## config.mk

```make
export PLATFORM = sky130hd
export DESIGN_NAME = pairinc_unit
export DESIGN_NICKNAME = d
export VERILOG_FILES = /design/src/rtl/pairinc_pkg.sv /design/src/rtl/pairinc_halfstep.sv /design/src/rtl/pairinc_bytealu.sv /design/src/rtl/pairinc_regfile.sv /design/src/rtl/pairinc_addrdrive.sv /design/src/rtl/pairinc_unit.sv
export SDC_FILE = /design/constraint.sdc
export NUM_CORES = 1
export LEC_CHECK = 0
export ABC_AREA = 1
export BUFFER_PORTS_ARGS = -buffer_cell sky130_fd_sc_hd__buf_2
export CAP_MARGIN = 20
export CORE_MARGIN = 3
export CORE_UTILIZATION = 35
export CTS_BUF_LIST = sky130_fd_sc_hd__clkbuf_4 sky130_fd_sc_hd__clkbuf_8
export CTS_CLUSTER_SIZE = 12
export DETAILED_ROUTE_END_ITERATION = 8
export SLEW_MARGIN = 10
export SYNTH_ARGS = -nofsm -noshare
export SYNTH_HDL_FRONTEND = slang
export SYNTH_SLANG_ARGS = --single-unit
```

## constraint.sdc

```tcl
create_clock -name clk -period 4.5 [get_ports clk]
set_input_delay 0.45 -clock clk [delete_from_list [all_inputs] [get_ports clk]]
set_output_delay 0.45 -clock clk [all_outputs]
set_load 0.005 [all_outputs]
```

## src/rtl/pairinc_pkg.sv

```systemverilog
package pairinc_pkg;
  typedef enum logic [2:0] {
    OP_NOP    = 3'd0,
    OP_UP16   = 3'd1,
    OP_DOWN16 = 3'd2,
    OP_UP8    = 3'd3,
    OP_DOWN8  = 3'd4
  } step_op_e;
endpackage

```

## src/rtl/pairinc_halfstep.sv

```systemverilog
// One byte-wide slice of the pair stepping chain.
module pairinc_halfstep #(
  parameter int W = 8
) (
  input  logic [W-1:0] val_i,
  input  logic         step_i,
  input  logic         down_i,
  output logic [W-1:0] val_o
);
  localparam logic [W-1:0] ONE = {{(W-1){1'b0}}, 1'b1};

  always_comb begin
    if (!step_i)     val_o = val_i;
    else if (down_i) val_o = val_i - ONE;
    else             val_o = val_i + ONE;
  end
endmodule

```

## src/rtl/pairinc_bytealu.sv

```systemverilog
// Separate byte adder used for 8-bit steps when the later behaviour is strapped.
module pairinc_bytealu #(
  parameter int W = 8
) (
  input  logic [W-1:0] a_i,
  input  logic         down_i,
  output logic [W-1:0] y_o
);
  localparam logic [W-1:0] ONE = {{(W-1){1'b0}}, 1'b1};

  assign y_o = down_i ? (a_i - ONE) : (a_i + ONE);
endmodule

```

## src/rtl/pairinc_regfile.sv

```systemverilog
// Register pairs, each byte with its own write enable.
module pairinc_regfile #(
  parameter int W  = 8,
  parameter int NP = 3
) (
  input  logic              clk,
  input  logic              rst_n,
  input  logic [NP-1:0]     wr_hi,
  input  logic [NP-1:0]     wr_lo,
  input  logic [W-1:0]      hi_d,
  input  logic [W-1:0]      lo_d,
  output logic [NP*2*W-1:0] pairs_o
);
  for (genvar p = 0; p < NP; p++) begin : g_pair
    logic [W-1:0] hi_q, lo_q;

    always_ff @(posedge clk or negedge rst_n) begin
      if (!rst_n) begin
        hi_q <= '0;
        lo_q <= '0;
      end else begin
        if (wr_hi[p]) hi_q <= hi_d;
        if (wr_lo[p]) lo_q <= lo_d;
      end
    end

    assign pairs_o[p*2*W +: 2*W] = {hi_q, lo_q};
  end
endmodule

```

## src/rtl/pairinc_addrdrive.sv

```systemverilog
// Registered address bus: carries the pair for one cycle, zero otherwise.
module pairinc_addrdrive #(
  parameter int AW = 16
) (
  input  logic          clk,
  input  logic          rst_n,
  input  logic          expose_i,
  input  logic [AW-1:0] pair_i,
  output logic [AW-1:0] addr_o,
  output logic          strobe_o
);
  always_ff @(posedge clk or negedge rst_n) begin
    if (!rst_n) begin
      addr_o   <= '0;
      strobe_o <= 1'b0;
    end else begin
      addr_o   <= expose_i ? pair_i : '0;
      strobe_o <= expose_i;
    end
  end
endmodule

```

## src/rtl/pairinc_unit.sv

```systemverilog
module pairinc_unit
  import pairinc_pkg::*;
#(
  parameter int HALF_W    = 8,
  parameter int NUM_PAIRS = 3,
  parameter int SEL_W     = $clog2(NUM_PAIRS * 2)
) (
  input  logic                          clk,
  input  logic                          rst_n,
  input  logic [2:0]                    op_code,
  input  logic [SEL_W-1:0]              reg_sel,
  input  logic                          late_rev,
  output logic [2*HALF_W-1:0]           addr_out,
  output logic                          addr_strobe,
  output logic [NUM_PAIRS*2*HALF_W-1:0] pairs_out
);
  localparam int PAIR_W = 2 * HALF_W;
  localparam int PIDX_W = SEL_W - 1;

  // Operand decode
  logic [PIDX_W-1:0] pair_idx;
  logic              low_sel, sel_ok;
  logic              is16, is8, down, early8, late8;

  assign pair_idx = reg_sel[SEL_W-1:1];
  assign low_sel  = reg_sel[0];
  assign sel_ok   = {1'b0, pair_idx} < (PIDX_W + 1)'(NUM_PAIRS);
  assign is16     = sel_ok && (op_code == OP_UP16 || op_code == OP_DOWN16);
  assign is8      = sel_ok && (op_code == OP_UP8  || op_code == OP_DOWN8);
  assign down     = (op_code == OP_DOWN16) || (op_code == OP_DOWN8);
  assign early8   = is8 && !late_rev;
  assign late8    = is8 && late_rev;

  // Selected pair read
  logic [PAIR_W-1:0] cur_pair;
  always_comb begin
    cur_pair = '0;
    for (int p = 0; p < NUM_PAIRS; p++)
      if (PIDX_W'(p) == pair_idx) cur_pair = pairs_out[p*PAIR_W +: PAIR_W];
  end

  logic [HALF_W-1:0] cur_hi, cur_lo;
  assign cur_hi = cur_pair[PAIR_W-1:HALF_W];
  assign cur_lo = cur_pair[HALF_W-1:0];

  // Split stepping chain: the carry crosses the halves only for 16-bit steps
  logic lo_step, lo_carry, hi_step;
  assign lo_step  = is16 || (early8 && low_sel);
  assign lo_carry = lo_step && (down ? (cur_lo == '0) : (&cur_lo));
  assign hi_step  = (is16 && lo_carry) || (early8 && !low_sel);

  logic [HALF_W-1:0] lo_next, hi_next;
  pairinc_halfstep #(.W(HALF_W)) u_lo (
    .val_i(cur_lo), .step_i(lo_step), .down_i(down), .val_o(lo_next)
  );
  pairinc_halfstep #(.W(HALF_W)) u_hi (
    .val_i(cur_hi), .step_i(hi_step), .down_i(down), .val_o(hi_next)
  );

  // Separate byte path for the later strap setting
  logic [HALF_W-1:0] alu_y;
  pairinc_bytealu #(.W(HALF_W)) u_alu (
    .a_i(low_sel ? cur_lo : cur_hi), .down_i(down), .y_o(alu_y)
  );

  // Write-back
  logic [HALF_W-1:0]    hi_d, lo_d;
  logic [NUM_PAIRS-1:0] wr_hi, wr_lo;
  assign hi_d = late8 ? alu_y : hi_next;
  assign lo_d = late8 ? alu_y : lo_next;

  always_comb begin
    for (int p = 0; p < NUM_PAIRS; p++) begin
      wr_hi[p] = (PIDX_W'(p) == pair_idx) && (is16 || (is8 && !low_sel));
      wr_lo[p] = (PIDX_W'(p) == pair_idx) && (is16 || (is8 && low_sel));
    end
  end

  pairinc_regfile #(.W(HALF_W), .NP(NUM_PAIRS)) u_rf (
    .clk(clk), .rst_n(rst_n), .wr_hi(wr_hi), .wr_lo(wr_lo),
    .hi_d(hi_d), .lo_d(lo_d), .pairs_o(pairs_out)
  );

  // Address bus drive
  pairinc_addrdrive #(.AW(PAIR_W)) u_ad (
    .clk(clk), .rst_n(rst_n), .expose_i(is16 || early8), .pair_i(cur_pair),
    .addr_o(addr_out), .strobe_o(addr_strobe)
  );
endmodule

```

==> impl_results.md, run 1 <==
- Status: finished, final reports clean
- CTS buffer count: 9
- RSZ-0062 raised after global routing: no
- Simple-gate portion of the synthesized area: 0.421
- Vias per cell: 4.92
- Min-delay worst type: in2reg
- Post-synthesis compound-gate area fraction: 0.0707
- Post-layout nets: 759
- Maximum operating frequency: ~300 MHz
- Worst Clk Skew: 0.00963 ns
- Tcrit/Tclk final: 0.751
- TritonCTS clock tree: built
- CP startpoint kind: input pin
- Pleak: 3.06 nW
- Final setup fails: 0
- Tot Pwr: 2.37 mW
- # clock sinks: between 60 and 70
- DRT Wirelength: 14,300 um
- Clk buf depth: 2
- Pin count of the biggest net entering global routing: 52
- Placer Congestion: around 0.93
- Worst-case reg-to-reg path depth: 18
- CTS clk-pin slew, worst paths: 0.08 ns
- Endpoints failing hold: 0
- Post-synthesis sequential area ratio: 0.370
- Pre-Repair DR Iteration Count: 7
- GRT Total Usage: 0.207
- HP Start: late_rev
- Inserted Diodes: 0
- Final ANT Viol Nets: 0
- Worst R2R Start: u_rf.g_pair[2].hi_q[1]
- Reg2reg setup slack: about 1.8 ns
- Htree depth: 3
- Largest family of logic cells by synthesized area: simple AND/OR/NAND/NOR gates
- Multiplexer share of the synthesized area: 0
- Post-Synth XOR/XNOR Area: 0.0160
- Pwr dens: 463 nW/um^2
- Clock Latency Late Sink: 0.36 ns
- Initial antenna violation count: 0
- Max IR drop VDD: 178 uV
- #FFs+latches synth: 65
- DRC: 0
- Die footprint: 13,900 um^2
- GRT Residual Overflow: 0
- First-pass GRT wire length: 23,200 um
- Tmin final: 3.38 ns
- Synth Area in Adders: 0.0416
- CP Capture Type: flip-flop
- Yosys cell types: 30
- Max-slew violations: 0
- Port bufs: 73
- Synth Warn #: 0
- Die width: ~120 um
- Layout cells sized above 1: 0.184
- Crit path max fanout: 16
- Syn Area/Cell: about 6.7 um^2
- Mapped cell area: roughly 4400 um^2
- CP required: 4.80 ns
- Post-Synthesis Cells: 659
- Top-Level Pins: 74
- Layout area overhead: 16.3%
- CP Class: in2reg
- Hold path endpoint: u_ad.strobe_o
- Max_cap viols: 0
- Initial DRC count: roughly 250
- Vias in the first global route: 4,314
- DPL Wire Length: 11,000 um
- Clk Tree Root Cell: clkbuf_8
- WP data arrival: 3.68 ns
- Starting density of the core: 0.361
- Syn Nets: about 680
- Wire per inst: 15.7 um
- Total number of vias: 4,472
- Row count: 40
- Hold depth: 4
- Final setup TNS: 0 ns
- Die height: 118 um
- Core area: ~12,000 um^2
- RR Endpoint: u_rf.g_pair[0].hi_q[6]
- Slew headroom: 0.480
- Least-Margin Pin Slew: slightly below 0.8 ns
synth_stat cells (all sizes together):
| master | instances | area (um^2) |
|---|---|---|
| nand3 | 68 | 390 |
| nor2 | 63 | 279 |
| or2 | 3 | 18.8 |
| ha | 13 | 163 |
| nor3 | 2 | 21.3 |
| o21bai | 2 | 15.0 |
| xnor2 | 3 | 26.3 |
| a221oi | 1 | 8.76 |
| fa | 1 | 20.0 |
| inv | 70 | 263 |
| clkbuf | 3 | 11.3 |
| dfrtp | 65 | 1630 |
| xor2 | 5 | 43.8 |
| buf | 9 | 80.1 |
| a31oi | 8 | 50.1 |
| o22ai | 1 | 6.26 |
| a21oi | 17 | 85.1 |
| nand3b | 1 | 7.51 |
| nand2 | 298 | 1130 |
| o21ai | 26 | 145 |
power by group:
part	internal, mW	total, mW	switching [mW]
sequential	0.740	0.884	0.144
clock	0.232	0.490	0.258
combinational	0.370	0.993	0.622
kinds of logic after synthesis:
| logic type | after synthesis |
|---|---|
| flip-flops | 65 |
| AO/OA/AOI/OAI | 55 |
| XOR/XNOR | 8 |
| buffers and inverters | 82 |
| AND/OR/NAND/NOR | 435 |
| adder cells (fa/ha/maj) | 14 |
timing repair:
item,4_1_cts,5_1_grt
gates resized for setup,0,0
hold endpoints to repair,14,0
hold buffers,1,0
buffers inserted,0,0
through the flow:
stage / worst slack, ns / hold WS [ns] / area [um^2] / instances / util
2_1_floorplan: 1.77 / 0.154 / 4390 / 659 / -
3_3_place_gp: 0.806 / 0.363 / 4910 / 892 / 0.403
3_5_place_dp: 0.784 / 0.374 / 4910 / 892 / 0.403
4_1_cts: 1.15 / 0.405 / 5110 / 909 / 0.420
5_1_grt: 0.786 / 0.472 / 5110 / 909 / 0.420
6_report: 1.12 / 0.417 / 5110 / 909 / 0.420
sequential cells by signal (all words and copies together), names as in the netlist:
register and flops:
u_rf.g_pair.lo_q 24, u_ad.addr_o 16, u_rf.g_pair.hi_q 24, u_ad.strobe_o 1
layout make-up:
type | count | area, um^2
clock buffers | 11 | 151
clock inverters | 5 | 40.0
fillers | 1295 | 7050
inverters | 70 | 263
multi-input cells | 512 | 2410
flip-flops and latches | 65 | 1630
well taps | 168 | 210
repair buffers | 78 | 405
metal layers:
metal,up-vias,routed length (um),track usage
li1,2218,-,-
met1,2068,6810,0.295
met2,168,6330,0.323
met3,18,890,0.0303
met4,0,235,0.0652
met5,-,0,0
cells in the final DEF (no fill, tap or decap), types with 2 or more instances in the layout:
| master | netlist | routed |
|---|---|---|
| xor2_1 | 5 | 5 |
| nor2_1 | 48 | 48 |
| buf_2 | 1 | 73 |
| ha_1 | 13 | 13 |
| clkbuf_8 | 0 | 11 |
| inv_1 | 65 | 65 |
| clkinv_4 | 0 | 2 |
| o21ai_2 | 4 | 4 |
| a21oi_1 | 17 | 17 |
| nand3_1 | 58 | 58 |
| clkinvlp_4 | 0 | 3 |
| o21ai_1 | 4 | 4 |
| dfrtp_1 | 65 | 65 |
| a31oi_1 | 8 | 8 |
| xnor2_1 | 3 | 3 |
| nor2_2 | 14 | 14 |
| o21ai_0 | 18 | 18 |
| nand2_2 | 5 | 5 |
| inv_2 | 5 | 5 |
| or2_2 | 3 | 3 |
| buf_4 | 4 | 4 |
| nand3_2 | 10 | 10 |
| o21bai_1 | 2 | 2 |
| nand2_1 | 293 | 293 |
worst max path at each step:
stage	start	to	cells past startpoint
after floorplan	reg_sel[2]	u_rf.g_pair[2].hi_q[6]	20
after global placement	reg_sel[2]	u_rf.g_pair[1].hi_q[6]	20
after detailed placement	reg_sel[2]	u_rf.g_pair[0].hi_q[6]	20
after CTS	reg_sel[2]	u_rf.g_pair[1].hi_q[6]	20
after global routing	reg_sel[2]	u_rf.g_pair[1].hi_q[6]	20
final	reg_sel[2]	u_rf.g_pair[0].hi_q[6]	20
critical path, stage by stage:
cell	delay [ns]
buf_2	0.21
nor2_2	0.66
nand2_1	0.21
nand3_2	0.20
nand2_1	0.06
o21ai_1	0.14
inv_1	0.11
fa_1	0.36
inv_1	0.07
nand2_1	0.07
nand2_1	0.08
a21oi_1	0.07
or2_2	0.29
nand2_1	0.07
a21oi_1	0.07
xnor2_1	0.13
nand2_1	0.11
nand2_1	0.17
nand2_1	0.07
nand2_1	0.08
Power figures use the tool's default switching activity.
==> run 2, diff against run 1 <==
clock period = 3.5 ns   (was 4.5 ns; I/O delays follow)
==> run 2 against run 1 <==
- total power is 33% higher
- sequential share of layout area shrank 0.70 points
- clock-buffer cell count stayed put
- global-route usage down 0.43 points
- flip-flop and latch count did not move
- largest cell class unchanged
- critical path depth increased by 1
- clock skew is 0.0020 ns higher
- worst setup slack worse by 0.42 ns
- sequential power grew 29%
- critical path type unchanged
- final cell count rose by 1.1%
==> impl_results.md, run 2 (synthesis gave the netlist of run 1 again) <==
- Pleak: 3.13 nW (+2.4%)
- RSZ-0062 raised after global routing: no
- GRT Residual Overflow: 0 (unchanged)
- Pre-CTS WS: 0.335 ns (-0.450 ns)
- Worst path max stage delay: 0.36 ns (-0.30 ns)
- Max IR drop VDD: 245 uV (+37%)
- TritonCTS clock tree: built
- Die footprint: 13,900 um^2 (unchanged)
- Vias per cell: 4.92 (about the same)
- Least-Margin Pin Slew: 0.706 ns (-0.0728 ns)
- Most common cell after layout, fill and taps aside: nand2_1
- Inserted Diodes: 0 (unchanged)
- DRT Wirelength: 13,900 um (-2.9%)
- CP required: 3.81 ns (-0.99 ns)
- Beginning of the critical path: reg_sel[2]
- Layout area overhead: 18.9%
- Slowest-stage cell, CP: fa_1
- Slew headroom: 0.528 (+0.0480)
- Port bufs: 73 (unchanged)
- DRC: 0 (unchanged)
- Pin count of the biggest net entering global routing: 49 (-5.8%)
- PostCTS Resize Cnt: 0 (unchanged)
- # clock sinks: 65 (unchanged)
- GRT Total Usage: 0.202 (-0.00434)
- WHS: 0.341 ns (-0.0763 ns)
- Row count: 40 (unchanged)
- Reg2reg setup slack: 0.85 ns (-0.91 ns)
- Tot Pwr: 3.15 mW (+33%)
- CP Capture Type: flip-flop
- Core area: 12,200 um^2 (unchanged)
- Cell mode on critical path: nand2_1
- Final setup fails: 0 (unchanged)
- Total number of vias: 4,517 (+1.0%)
- Tcrit/Tclk final: 0.799
- Post-layout nets: 769 (+1.3%)
- DPL Wire Length: 10,900 um (-1.0%)
- Status: finished, final reports clean
- WP data arrival: 3.10 ns (-0.58 ns)
- CP Class: in2reg
- Die width: 118 um (unchanged)
- Layout cells sized above 1: 0.194 (+0.0109)
- Die height: 118 um (unchanged)
- Clk Tree Root Cell: clkbuf_8
- Htree depth: 3 (unchanged)
- Min-delay worst type: in2reg
- RR Endpoint: u_rf.g_pair[0].hi_q[7]
- Clock Latency Late Sink: 0.36 ns (about the same)
- Hold path endpoint: u_ad.strobe_o
- First-pass GRT wire length: 22,500 um (-2.8%)
- Max-slew violations: 0 (unchanged)
- Max_cap viols: 0 (unchanged)
- Vias in the first global route: 4,249 (-1.5%)
- Registers with the most flip-flops: u_rf.g_pair.hi_q x24, u_rf.g_pair.lo_q x24, u_ad.addr_o x16
- Starting density of the core: 0.361 (unchanged)
- Worst Clk Skew: 0.0117 ns (+0.00204 ns)
- Initial DRC count: 349 (+42%)
- Hold depth: 4 (unchanged)
- Pre-Repair DR Iteration Count: 4 (-3)
- Endpoints failing hold: 0 (unchanged)
- Wire per inst: 15.1 um (-4.0%)
- Crit path cell chain: buf_2 > inv_2 > nor2_2 > nand2_1 > nand3_2 > nand2_1 > o21ai_1 > inv_1 > fa_1 > inv_1 > nand2_1 > nand2_1 > a21oi_1 > or2_2 > nand2_1 > a21oi_1 > xnor2_1 > nand2_1 > nand2_1 > nand2_1 > nand2_1
- Commonest non-fill, non-tap cells in the layout: 293 x nand2_1, 73 x buf_2, 65 x inv_1, 65 x dfrtp_1, 58 x nand3_1
- Maximum operating frequency: 358 MHz
- Worst-case reg-to-reg path depth: 15 (-3)
- Crit path max fanout: 12 (-4)
- Final ANT Viol Nets: 0 (unchanged)
- Top-Level Pins: 74 (unchanged)
- Initial antenna violation count: 0 (unchanged)
- Final setup TNS: 0 ns (unchanged)
- Clk buf depth: 2 (unchanged)
- CTS clk-pin slew, worst paths: 0.07 ns (about the same)
- Pwr dens: 603 nW/um^2 (+30%)
- HP Start: late_rev
- Placer Congestion: 0.969 (+4.4%)
- Worst R2R Start: u_rf.g_pair[2].hi_q[2]
- CTS buffer count: 9 (unchanged)
- Final Util: 0.429 (+0.00946)
- Worst setup margin: 0.703 ns (-0.417 ns)
- CP startpoint kind: input pin
- Tmin final: between 2 and 3 ns
-- run 2: stage by stage --
stage                     std cells  instance area (um^2)
after CTS                       917                  5190
after floorplan                 659                  4390
after global placement          901                  4970
final                           919                  5220
after detailed placement        901                  4970
after global routing            919                  5220
-- run 2: final cells by class --
cell class,count,area (um^2)
multi-input cells,512,2410
flip-flops and latches,65,1630
fillers,1278,6940
clock inverters,5,80.1
repair buffers,88,493
inverters,70,263
clock buffers,11,139
well taps,168,210
-- run 2: worst max-delay path by stage --
stage | endpoint | slack [ns] | cells after the start
5_1_grt | u_rf.g_pair[0].lo_q[6] | 0.29 | 21
2_1_floorplan | u_rf.g_pair[2].hi_q[6] | 0.87 | 20
3_5_place_dp | u_rf.g_pair[2].lo_q[6] | 0.33 | 21
4_1_cts | u_rf.g_pair[2].lo_q[6] | 0.72 | 21
6_report | u_rf.g_pair[2].lo_q[6] | 0.70 | 21
3_3_place_gp | u_rf.g_pair[0].lo_q[6] | 0.40 | 20
-- run 2: report_power, final --
group / internal, mW / switching (mW) / total (mW)
clock: 0.416 / 0.310 / 0.726
sequential: 0.951 / 0.188 / 1.14
combinational: 0.492 / 0.793 / 1.29
total: 1.86 / 1.29 / 3.15
-- run 2: worst max-delay path: cells and delay by family --
kind / cells / cell delay (ns)
AO/OA/AOI/OAI: 3 / 0.27
XOR/XNOR: 1 / 0.14
adder cells (fa/ha/maj): 1 / 0.36
buffers and inverters: 4 / 0.51
AND/OR/NAND/NOR: 12 / 1.47
-- run 2: timing repair --
action / in CTS / in global routing
endpoints found under the hold margin: 0 / 14
setup buffers: 0 / 0
hold buffers: 0 / 1
-- run 2: metal layers --
layer | up-vias | part of all wire | GRT usage
li1 | 2245 | - | -
met1 | 2121 | 0.49 | 0.293
met2 | 140 | 0.45 | 0.311
met3 | 11 | 0.059 | 0.0404
met4 | 0 | 0.0086 | 0.0484
met5 | - | 0 | 0
